===== config.mk =====
export PLATFORM = sky130hd
export DESIGN_NAME = wv_analysis_pair
export DESIGN_NICKNAME = d
export VERILOG_FILES = /design/src/rtl/wv_pkg.sv /design/src/rtl/wv_seq.sv /design/src/rtl/wv_window.sv /design/src/rtl/wv_mac.sv /design/src/rtl/wv_analysis_pair.sv
export SDC_FILE = /design/constraint.sdc
export NUM_CORES = 2
export LEC_CHECK = 0
export ABC_CLOCK_PERIOD_IN_PS = 13880
export BUFFER_PORTS_ARGS = -buffer_cell sky130_fd_sc_hd__buf_2
export CAP_MARGIN = 40
export CELL_PAD_IN_SITES_DETAIL_PLACEMENT = 0
export CELL_PAD_IN_SITES_GLOBAL_PLACEMENT = 1
export CORE_MARGIN = 2
export CORE_UTILIZATION = 45
export CTS_BUF_LIST = sky130_fd_sc_hd__clkbuf_16
export CTS_CLUSTER_SIZE = 28
export DETAILED_ROUTE_END_ITERATION = 6
export PLACE_DENSITY = 0.8
export SLEW_MARGIN = 10
export SYNTH_ARGS = -nofsm -noshare
export SYNTH_HDL_FRONTEND = slang
export SYNTH_SLANG_ARGS = --single-unit

===== constraint.sdc =====
create_clock -name clk -period 13.88 [get_ports clk]
set_input_delay 1.388 -clock clk [delete_from_list [all_inputs] [get_ports clk]]
set_output_delay 1.388 -clock clk [all_outputs]
set_load 0.01 [all_outputs]

===== src/rtl/wv_pkg.sv =====
package wv_pkg;

    localparam int TAPS      = 20;
    localparam int TAP_IW    = $clog2(TAPS);
    localparam int CNT_W     = $clog2(TAPS + 1);
    localparam int COEF_W    = 11;
    localparam int COEF_FRAC = 10;

    typedef logic signed [COEF_W-1:0] coef_t;

    typedef enum logic {
        SEQ_IDLE,
        SEQ_RUN
    } seq_state_e;

    typedef struct packed {
        logic              run;
        logic              clr;
        logic              last;
        logic              keep;
        logic              warm;
        logic [TAP_IW-1:0] idx;
    } mac_ctl_t;

    // Scaling filter, scaled by 2^COEF_FRAC and rounded (index = tap delay).
    function automatic coef_t lo_coef(input logic [TAP_IW-1:0] k);
        case (k)
            5'd0:    return 11'sd27;
            5'd1:    return 11'sd193;
            5'd2:    return 11'sd540;
            5'd3:    return 11'sd705;
            5'd4:    return 11'sd288;
            5'd5:    return -11'sd256;
            5'd6:    return -11'sd201;
            5'd7:    return 11'sd130;
            5'd8:    return 11'sd95;
            5'd9:    return -11'sd73;
            5'd10:   return -11'sd30;
            5'd11:   return 11'sd34;
            5'd12:   return 11'sd4;
            5'd13:   return -11'sd11;
            5'd14:   return 11'sd1;
            5'd15:   return 11'sd2;
            5'd16:   return -11'sd1;
            default: return '0;
        endcase
    endfunction

    // Wavelet filter: alternating-sign mirror of the scaling filter.
    function automatic coef_t hi_coef(input logic [TAP_IW-1:0] k);
        logic [TAP_IW-1:0] m;
        m = TAP_IW'(TAPS - 1) - k;
        return k[0] ? coef_t'(-lo_coef(m)) : lo_coef(m);
    endfunction

endpackage


===== src/rtl/wv_seq.sv =====
module wv_seq
    import wv_pkg::*;
(
    input  logic     clk,
    input  logic     rst,
    input  logic     strobe_i,
    output mac_ctl_t ctl_o
);

    seq_state_e        st_q;
    logic [TAP_IW-1:0] idx_q;
    logic [CNT_W-1:0]  cnt_q;
    logic [CNT_W-1:0]  cnt_nx;
    logic              odd_q;
    logic              keep_q;
    logic              accept;
    logic              at_last;

    assign accept  = strobe_i && (st_q == SEQ_IDLE);
    assign at_last = (st_q == SEQ_RUN) && (idx_q == TAP_IW'(TAPS - 1));
    assign cnt_nx  = (cnt_q == CNT_W'(TAPS)) ? cnt_q : cnt_q + 1'b1;

    always_ff @(posedge clk) begin
        if (rst) begin
            st_q   <= SEQ_IDLE;
            idx_q  <= '0;
            cnt_q  <= '0;
            odd_q  <= 1'b0;
            keep_q <= 1'b0;
        end else if (accept) begin
            st_q   <= SEQ_RUN;
            idx_q  <= '0;
            cnt_q  <= cnt_nx;
            odd_q  <= ~odd_q;
            // previous count odd -> this sample's count is even
            keep_q <= (cnt_nx == CNT_W'(TAPS)) && odd_q;
        end else if (st_q == SEQ_RUN) begin
            idx_q <= idx_q + 1'b1;
            if (at_last) begin
                st_q <= SEQ_IDLE;
            end
        end
    end

    always_comb begin
        ctl_o.run  = (st_q == SEQ_RUN);
        ctl_o.clr  = accept;
        ctl_o.last = at_last;
        ctl_o.keep = keep_q;
        ctl_o.warm = (cnt_q == CNT_W'(TAPS));
        ctl_o.idx  = idx_q;
    end

endmodule


===== src/rtl/wv_window.sv =====
module wv_window
    import wv_pkg::*;
#(
    parameter int DW = 16
) (
    input  logic                    clk,
    input  logic                    rst,
    input  logic                    push_i,
    input  logic signed [DW-1:0]    din_i,
    input  logic [TAP_IW-1:0]       sel_i,
    output logic signed [DW-1:0]    tap_o
);

    logic signed [DW-1:0] win_q [TAPS];

    always_ff @(posedge clk) begin
        if (rst) begin
            for (int i = 0; i < TAPS; i++) begin
                win_q[i] <= '0;
            end
        end else if (push_i) begin
            for (int i = TAPS - 1; i > 0; i--) begin
                win_q[i] <= win_q[i-1];
            end
            win_q[0] <= din_i;
        end
    end

    assign tap_o = (sel_i < TAP_IW'(TAPS)) ? win_q[sel_i] : '0;

endmodule


===== src/rtl/wv_mac.sv =====
module wv_mac
    import wv_pkg::*;
#(
    parameter int DW   = 16,
    parameter int AW   = 32,
    parameter int OW   = 22,
    parameter int HIGH = 0
) (
    input  logic                 clk,
    input  logic                 rst,
    input  mac_ctl_t             ctl_i,
    input  logic signed [DW-1:0] smp_i,
    output logic signed [OW-1:0] res_o
);

    localparam int PW = DW + COEF_W;

    coef_t                coef;
    logic signed [PW-1:0] prod;
    logic signed [AW-1:0] acc_q;
    logic signed [AW-1:0] acc_nx;

    generate
        if (HIGH != 0) begin : g_high
            assign coef = hi_coef(ctl_i.idx);
        end else begin : g_low
            assign coef = lo_coef(ctl_i.idx);
        end
    endgenerate

    assign prod   = smp_i * coef;
    assign acc_nx = acc_q + {{(AW-PW){prod[PW-1]}}, prod};
    assign res_o  = OW'(acc_nx >>> COEF_FRAC);

    always_ff @(posedge clk) begin
        if (rst || ctl_i.clr) begin
            acc_q <= '0;
        end else if (ctl_i.run) begin
            acc_q <= acc_nx;
        end
    end

endmodule


===== src/rtl/wv_analysis_pair.sv =====
module wv_analysis_pair
    import wv_pkg::*;
#(
    parameter int  DW    = 16,
    parameter int  GUARD = 5,
    localparam int AW    = DW + COEF_W + GUARD,
    localparam int OW    = AW - COEF_FRAC
) (
    input  logic                 clk,
    input  logic                 rst,
    input  logic                 smp_vld,
    input  logic signed [DW-1:0] smp_dat,
    output logic                 out_vld,
    output logic signed [OW-1:0] approx,
    output logic signed [OW-1:0] detail
);

    mac_ctl_t             ctl;
    logic signed [DW-1:0] tap;
    logic signed [OW-1:0] res [2];
    logic                 emit;

    wv_seq u_seq (
        .clk      (clk),
        .rst      (rst),
        .strobe_i (smp_vld),
        .ctl_o    (ctl)
    );

    wv_window #(.DW(DW)) u_win (
        .clk    (clk),
        .rst    (rst),
        .push_i (ctl.clr),
        .din_i  (smp_dat),
        .sel_i  (ctl.idx),
        .tap_o  (tap)
    );

    generate
        for (genvar f = 0; f < 2; f++) begin : g_filt
            wv_mac #(.DW(DW), .AW(AW), .OW(OW), .HIGH(f)) u_mac (
                .clk   (clk),
                .rst   (rst),
                .ctl_i (ctl),
                .smp_i (tap),
                .res_o (res[f])
            );
        end
    endgenerate

    assign emit = ctl.run && ctl.last && ctl.keep;

    always_ff @(posedge clk) begin
        if (rst) begin
            out_vld <= 1'b0;
            approx  <= '0;
            detail  <= '0;
        end else begin
            out_vld <= emit;
            if (emit) begin
                approx <= res[0];
                detail <= res[1];
            end
        end
    end

endmodule


Word-level counts from Yosys, hierarchy flattened
Memory sizes are Yosys's and may differ from the RTL's. A register that Yosys moved wholly into a read port is not among the register bits.
Cells that the tools add are included.
{"block": "totals", "ram_bits": 320, "out_inout_bits": 45, "wordCells": 90, "reg_bits": 122, "mem_bits_ro": 1056, "memories": 4, "inputBits": 19}
{"block": "op_classes", "eq_ne": 3, "order_cmp": 1, "reduce_logical": 7, "n_mux": 35, "n_mul": 2, "addsub": 6, "bitwise_logic": 22}
{"memory": "(no name shown)", "depth": 32, "word_bits": 11, "read_ports": 1, "rd_ports_with_merged_regs": 1, "wr": 0, "line": "wv_pkg.sv:27", "text": "case (k)"}
{"memory": "(no name shown)", "depth": 32, "word_bits": 11, "read_ports": 1, "rd_ports_with_merged_regs": 0, "wr": 0, "line": "wv_pkg.sv:27"}
{"memory": "(no name shown)", "depth": 32, "word_bits": 11, "read_ports": 1, "rd_ports_with_merged_regs": 0, "wr": 0, "line": "wv_pkg.sv:27"}
{"memory": "u_win.win_q", "depth": 20, "word_bits": 16, "read_ports": 20, "rd_ports_with_merged_regs": 1, "wr": 20, "line": "wv_window.sv:14", "text": "logic signed [DW-1:0] win_q [TAPS];"}
{"op": "$mux 16", "count": 21}
{"op": "$add 32x32->32", "count": 2}
{"op": "$mul 16x11->27", "count": 2}
{"op": "$mux 5", "count": 5}
{"op": "$or 1x1->1", "count": 20}
{"op": "$eq 5x5->1 const B", "count": 3}
{"op": "$mux 11", "count": 1}
{"op": "$neg 11->11", "count": 1}
{"op": "$add 5x1->5 const B", "count": 2}
{"op": "$mux 1", "count": 8}
{"op": "$logic_and 1x1->1", "count": 5}
{"op": "$lt 5x5->1 const B", "count": 1}
{"op": "$sub 5x5->5 const A", "count": 1}
{"op": "$not 1->1", "count": 2}
{"op": "$reduce_or 2->1", "count": 1}
{"op": "$logic_or 1x1->1", "count": 1}

Logic depth before layout (Yosys ltp)
{"block": "depth", "depth_word": 6, "ltp_mapped": 44}

Hierarchy
From an unflattened synthesis, not the netlist that was laid out.
{"block": "hier_totals", "hier_cells": 3504, "hier_area_um2": 37169.4}
{"mod": "wv_window", "instances": 1, "seq_area_each_um2": 9609.2, "area_each_um2": 14287.5, "cells_each": 895}
{"mod": "wv_mac (g_filt[1].u_mac)", "instances": 1, "seq_area_each_um2": 640.6, "area_each_um2": 10398.7, "cells_each": 1213}
{"mod": "wv_mac (g_filt[0].u_mac)", "instances": 1, "seq_area_each_um2": 640.6, "area_each_um2": 9726.8, "cells_each": 1129}
{"mod": "wv_analysis_pair", "instances": 1, "seq_area_each_um2": 900.9, "area_each_um2": 2054.5, "cells_each": 193}
{"mod": "wv_seq", "instances": 1, "seq_area_each_um2": 260.2, "area_each_um2": 701.9, "cells_each": 74}

Worst setup path after synthesis
OpenSTA, ideal clock, no wires.
{"block": "synth_path", "path_type": "input-to-reg", "from": "input port smp_vld", "to": "memory u_win.win_q[0][0], enable pin", "path_buffers": 3, "path_slack_ps": 1951, "stages": 6, "arrival_time_ps": 11122, "cell_sequence": "nor2b_1 clkbuf_1 nor2_1 inv_1 clkbuf_1 buf_1"}
{"item": "start, declared", "line": "wv_analysis_pair.sv:11", "text": "input logic smp_vld,"}
{"item": "end, declared", "line": "wv_window.sv:14"}

Final worst setup path
{"block": "layout_path", "from": "register u_seq.idx_q[2]", "to": "register g_filt[1].u_mac.acc_q[31]"}
{"block": "layout_via", "elab_chain_len": 6}
{"item": "start, declared", "line": "wv_seq.sv:11", "text": "logic [TAP_IW-1:0] idx_q;"}
{"item": "start signal, assigned", "line": "wv_seq.sv:38", "text": "idx_q <= idx_q + 1'b1;"}
{"item": "$sub 5x5->5", "line": "wv_pkg.sv:52", "text": "m = TAP_IW'(TAPS - 1) - k;"}
{"item": "$mem_v2 32x11"}
{"item": "$neg 11->11", "line": "wv_pkg.sv:53", "text": "return k[0] ? coef_t'(-lo_coef(m)) : lo_coef(m);"}
{"item": "$mux 11", "line": "wv_pkg.sv:53"}
{"item": "$mul 16x11->27 (*)", "line": "wv_mac.sv:31", "text": "assign prod = smp_i * coef;"}
{"item": "$add 32x32->32 (*)", "line": "wv_mac.sv:32", "text": "assign acc_nx = acc_q + {{(AW-PW){prod[PW-1]}}, prod};"}
{"item": "end signal, assigned", "line": "wv_mac.sv:39", "text": "acc_q <= acc_nx;"}
{"item": "end, declared", "line": "wv_mac.sv:20", "text": "logic signed [AW-1:0] acc_q;"}
Every way passes the cells marked *; elsewhere a longest branch is shown, timed or not.
A chain may end at the register's enable or synchronous reset.

==> flow_summary.yaml <==
status:
  status: "finished, final reports clean"
yosys:
  synth_area_leader_cell: "edfxtp_1"
  synth_top_cells_by_area: "edfxtp_1, fa_1, dfxtp_1"
  avgSynthCellArea_sq_um: 10.63
  synth_edf_count: 320
  netlist_instances: 3385
  synth.distinct_cells: 81
  synth-seq-cells: 458
  synth-xor-area-share_pct: 3.216
  synthAdderAreaFrac_pct: 25.07
  synth_warnings: 0
  synth_simple_gate_area_share_pct: 16.11
  synth_compound_area_share_pct: 7.632
  synth_ff_type: "edfxtp_1"
  ys_seq_area_share_pct: 34.38
  synth_area_sq_um: 35990
  synth.area.mux_share_pct: 7.524
  synth_top_family_by_area: "adder cells"
  synth.top_cell.area_share_pct: 26.70
  synth_nets: 3929
  synthArstFlopShare_pct: 0
route:
  postRouteAntennaNets: 0
  drc: 0
  wire_per_inst_microns: 16.84
  num_vias: 23467
  first_pass_iters: 5
  drt_wl_total_microns: 75190
  drtIter0Drc: 1486
  via_per_inst: 5.256
placement:
  place_ws_ns: 2.435
  portBuffers: 63
  gp_congestion: 0.8665
  dp_hpwl_microns: 52590
  dp.cells: 4371
clocking:
  cts-root-buf: "clkbuf_16"
  cts_tree: "done"
  insertion_delay_ns: 0.64
  h-tree-depth: 2
  cts_buffer_depth: 3
  cts_resized: 0
  cts_made_buffers: 50
  cts_setup_buffers: 0
  cts_num_sinks: 458
  holdBufCountCts: 0
  clk_pin_slew_ns: 0.07
timing:
  worst_slack_ns: 2.257
  fin_crit_sh_pct: 83.74
  setup_viol: 0
  slew_headroom_pct: 28.27
  hold_viol: 0
  fin_tns_setup_ns: 0
  worstMarginPinSlew_ns: 1.076
  clock_skew_ns: 0.04672
  period_needed_ns: 11.62
  rsz0062_at_grt: "no"
  max_freq_mhz: 86.04
  drv_slew: 0
critical_path:
  critPathMaxFanout: 23
  crit_type: "reg -> reg"
  crit_top_cell: "fa_1"
  cpMaxStageDelayCell: "dfxtp_1"
  cp_data_arrival_time_ns: 12.15
  setup.worst_path.end_class: "register"
  cp_data_required_time_ns: 14.41
  crit_path_start_kind: "register"
  cp_slowest_stage_delay_ns: 0.84
floorplanning:
  die_w_microns: 286.8
  pin_count: 64
  rows: 103
  die-height_microns: 286.8
  dieArea_sq_um: 82250
  fp.coreArea_sq_um: 79130
  start_util_pct: 45.48
grt:
  gr-usage-met1_pct: 26.83
  gr-total-overflow: 0
  track_usage_pct: 18.76
  antenna_found_initial: 0
  use_met2_pct: 30.74
  grt_max_degree: 283
  busiest_layer: "met2"
  grt_pass1_vias: 23884
  grtUsageMet3_pct: 2.151
  grt_pass1_wl_microns: 125500
final_layout:
  layout_common_cells: "and2_1, inv_1, fa_1"
  layout-drive-gt1-share_pct: 9.751
  antenna_cells: 0
  fin_cells: 4465
  fill_cells: 7250
  nNetsFinal: 3917
  mostFrequentLayoutCell: "and2_1"
  area_growth_pct: 8.664
  utilization_pct: 49.42
power_and_ir_drop:
  power_mw: 6.170
  p_leak_nw: 16.33
  ir_drop_uv: 135.5
  power.density_nw_per_um2: 157.8
job:
  cap_violations: 0
hold_path:
  min_path_type: "reg -> reg"
==> power breakdown <==
part           total (mW)  internal (mW)  switching (mW)
clock                1.36          0.777           0.582
combinational        3.15           1.28            1.87
sequential           1.66           1.58          0.0770
==> sequential cells by signal (all words and copies together), names as in the netlist, named ones only <==
name / cells
u_win.win_q: 320
approx: 22
u_seq.idx_q: 5
u_seq.cnt_q: 5
u_seq.odd_q: 1
out_vld: 1
g_filt.u_mac.coef: 11
u_seq.keep_q: 1
g_filt.u_mac.acc_q: 64
detail: 22
u_seq.st_q: 1
==> metal layers <==
layer	up-vias	wire length [microns]
met1	11818	34960
met4	0	1529
met3	101	2509
met2	325	36190
li1	11223	-
met5	-	0
==> synthesized netlist by cell type, types with 10 or more instances <==
master and instances:
a21oi_1 165, o31ai_1 10, clkbuf_1 134, o21bai_1 13
mux2i_1 50, nor2b_1 68, mux4_2 97, inv_1 393
nor2_1 166, a211oi_1 29, a31oi_1 12, nand3_1 23
o21ai_0 73, nand2_1 320, fa_1 327, buf_2 16
o21a_1 18, and2_1 417, buf_1 12, dfxtp_1 138
xnor2_1 88, nor3_1 20, xor2_1 39, edfxtp_1 320
nand2b_1 48, a21o_1 35, ha_1 198, nor2_2 10
==> kinds of logic after synthesis <==
family,count (synthesis)
AND/OR/NAND/NOR,1123
adder cells (fa/ha/maj),525
buffers and inverters,567
flip-flops,458
XOR/XNOR,129
multiplexers,149
AO/OA/AOI/OAI,434
==> critical path, delay by kind of cell (launching register included) <==
family / cells / cell delay (ns)
adders and majority gates: 9 / 4.12
AOI/OAI and AO/OA: 14 / 3.59
and+or+nand+nor: 7 / 2.00
DFF: 1 / 0.84
buffers and inverters: 4 / 0.52
muxes: 1 / 0.34
xor gates and xnor gates: 1 / 0.11
==> final timing paths <==
kind,depth (start not counted),startpoint,end,slack (ns)
worst max-delay path,36,u_seq.idx_q[2],g_filt[1].u_mac.acc_q[31],2.26
worst min-delay path,2,approx[20],approx[20],0.45
worst max register to register,36,u_seq.idx_q[2],g_filt[1].u_mac.acc_q[31],2.26
worst min register to register,2,approx[20],approx[20],0.45
==> cell type report <==
type                    instances  area (sq um)  area share (%)
well taps                    1050          1314           3.360
clock buffers                  50          1251           3.200
repair buffers                105         704.4           1.801
flip-flops and latches        458         12380           31.67
multi-input cells            2360         21510           54.99
clock inverters                44         445.4           1.139
inverters                     398          1501           3.840
==> stage by stage <==
stage,hold WS [ns],area (sq um)
3_5_place_dp,0.4432,37410
6_report,0.4474,39110
3_3_place_gp,0.4392,37310
4_1_cts,0.4509,39110
2_1_floorplan,0.4404,35990
5_1_grt,0.4754,39110
No activity file was read; power rests on OpenSTA's default activity.
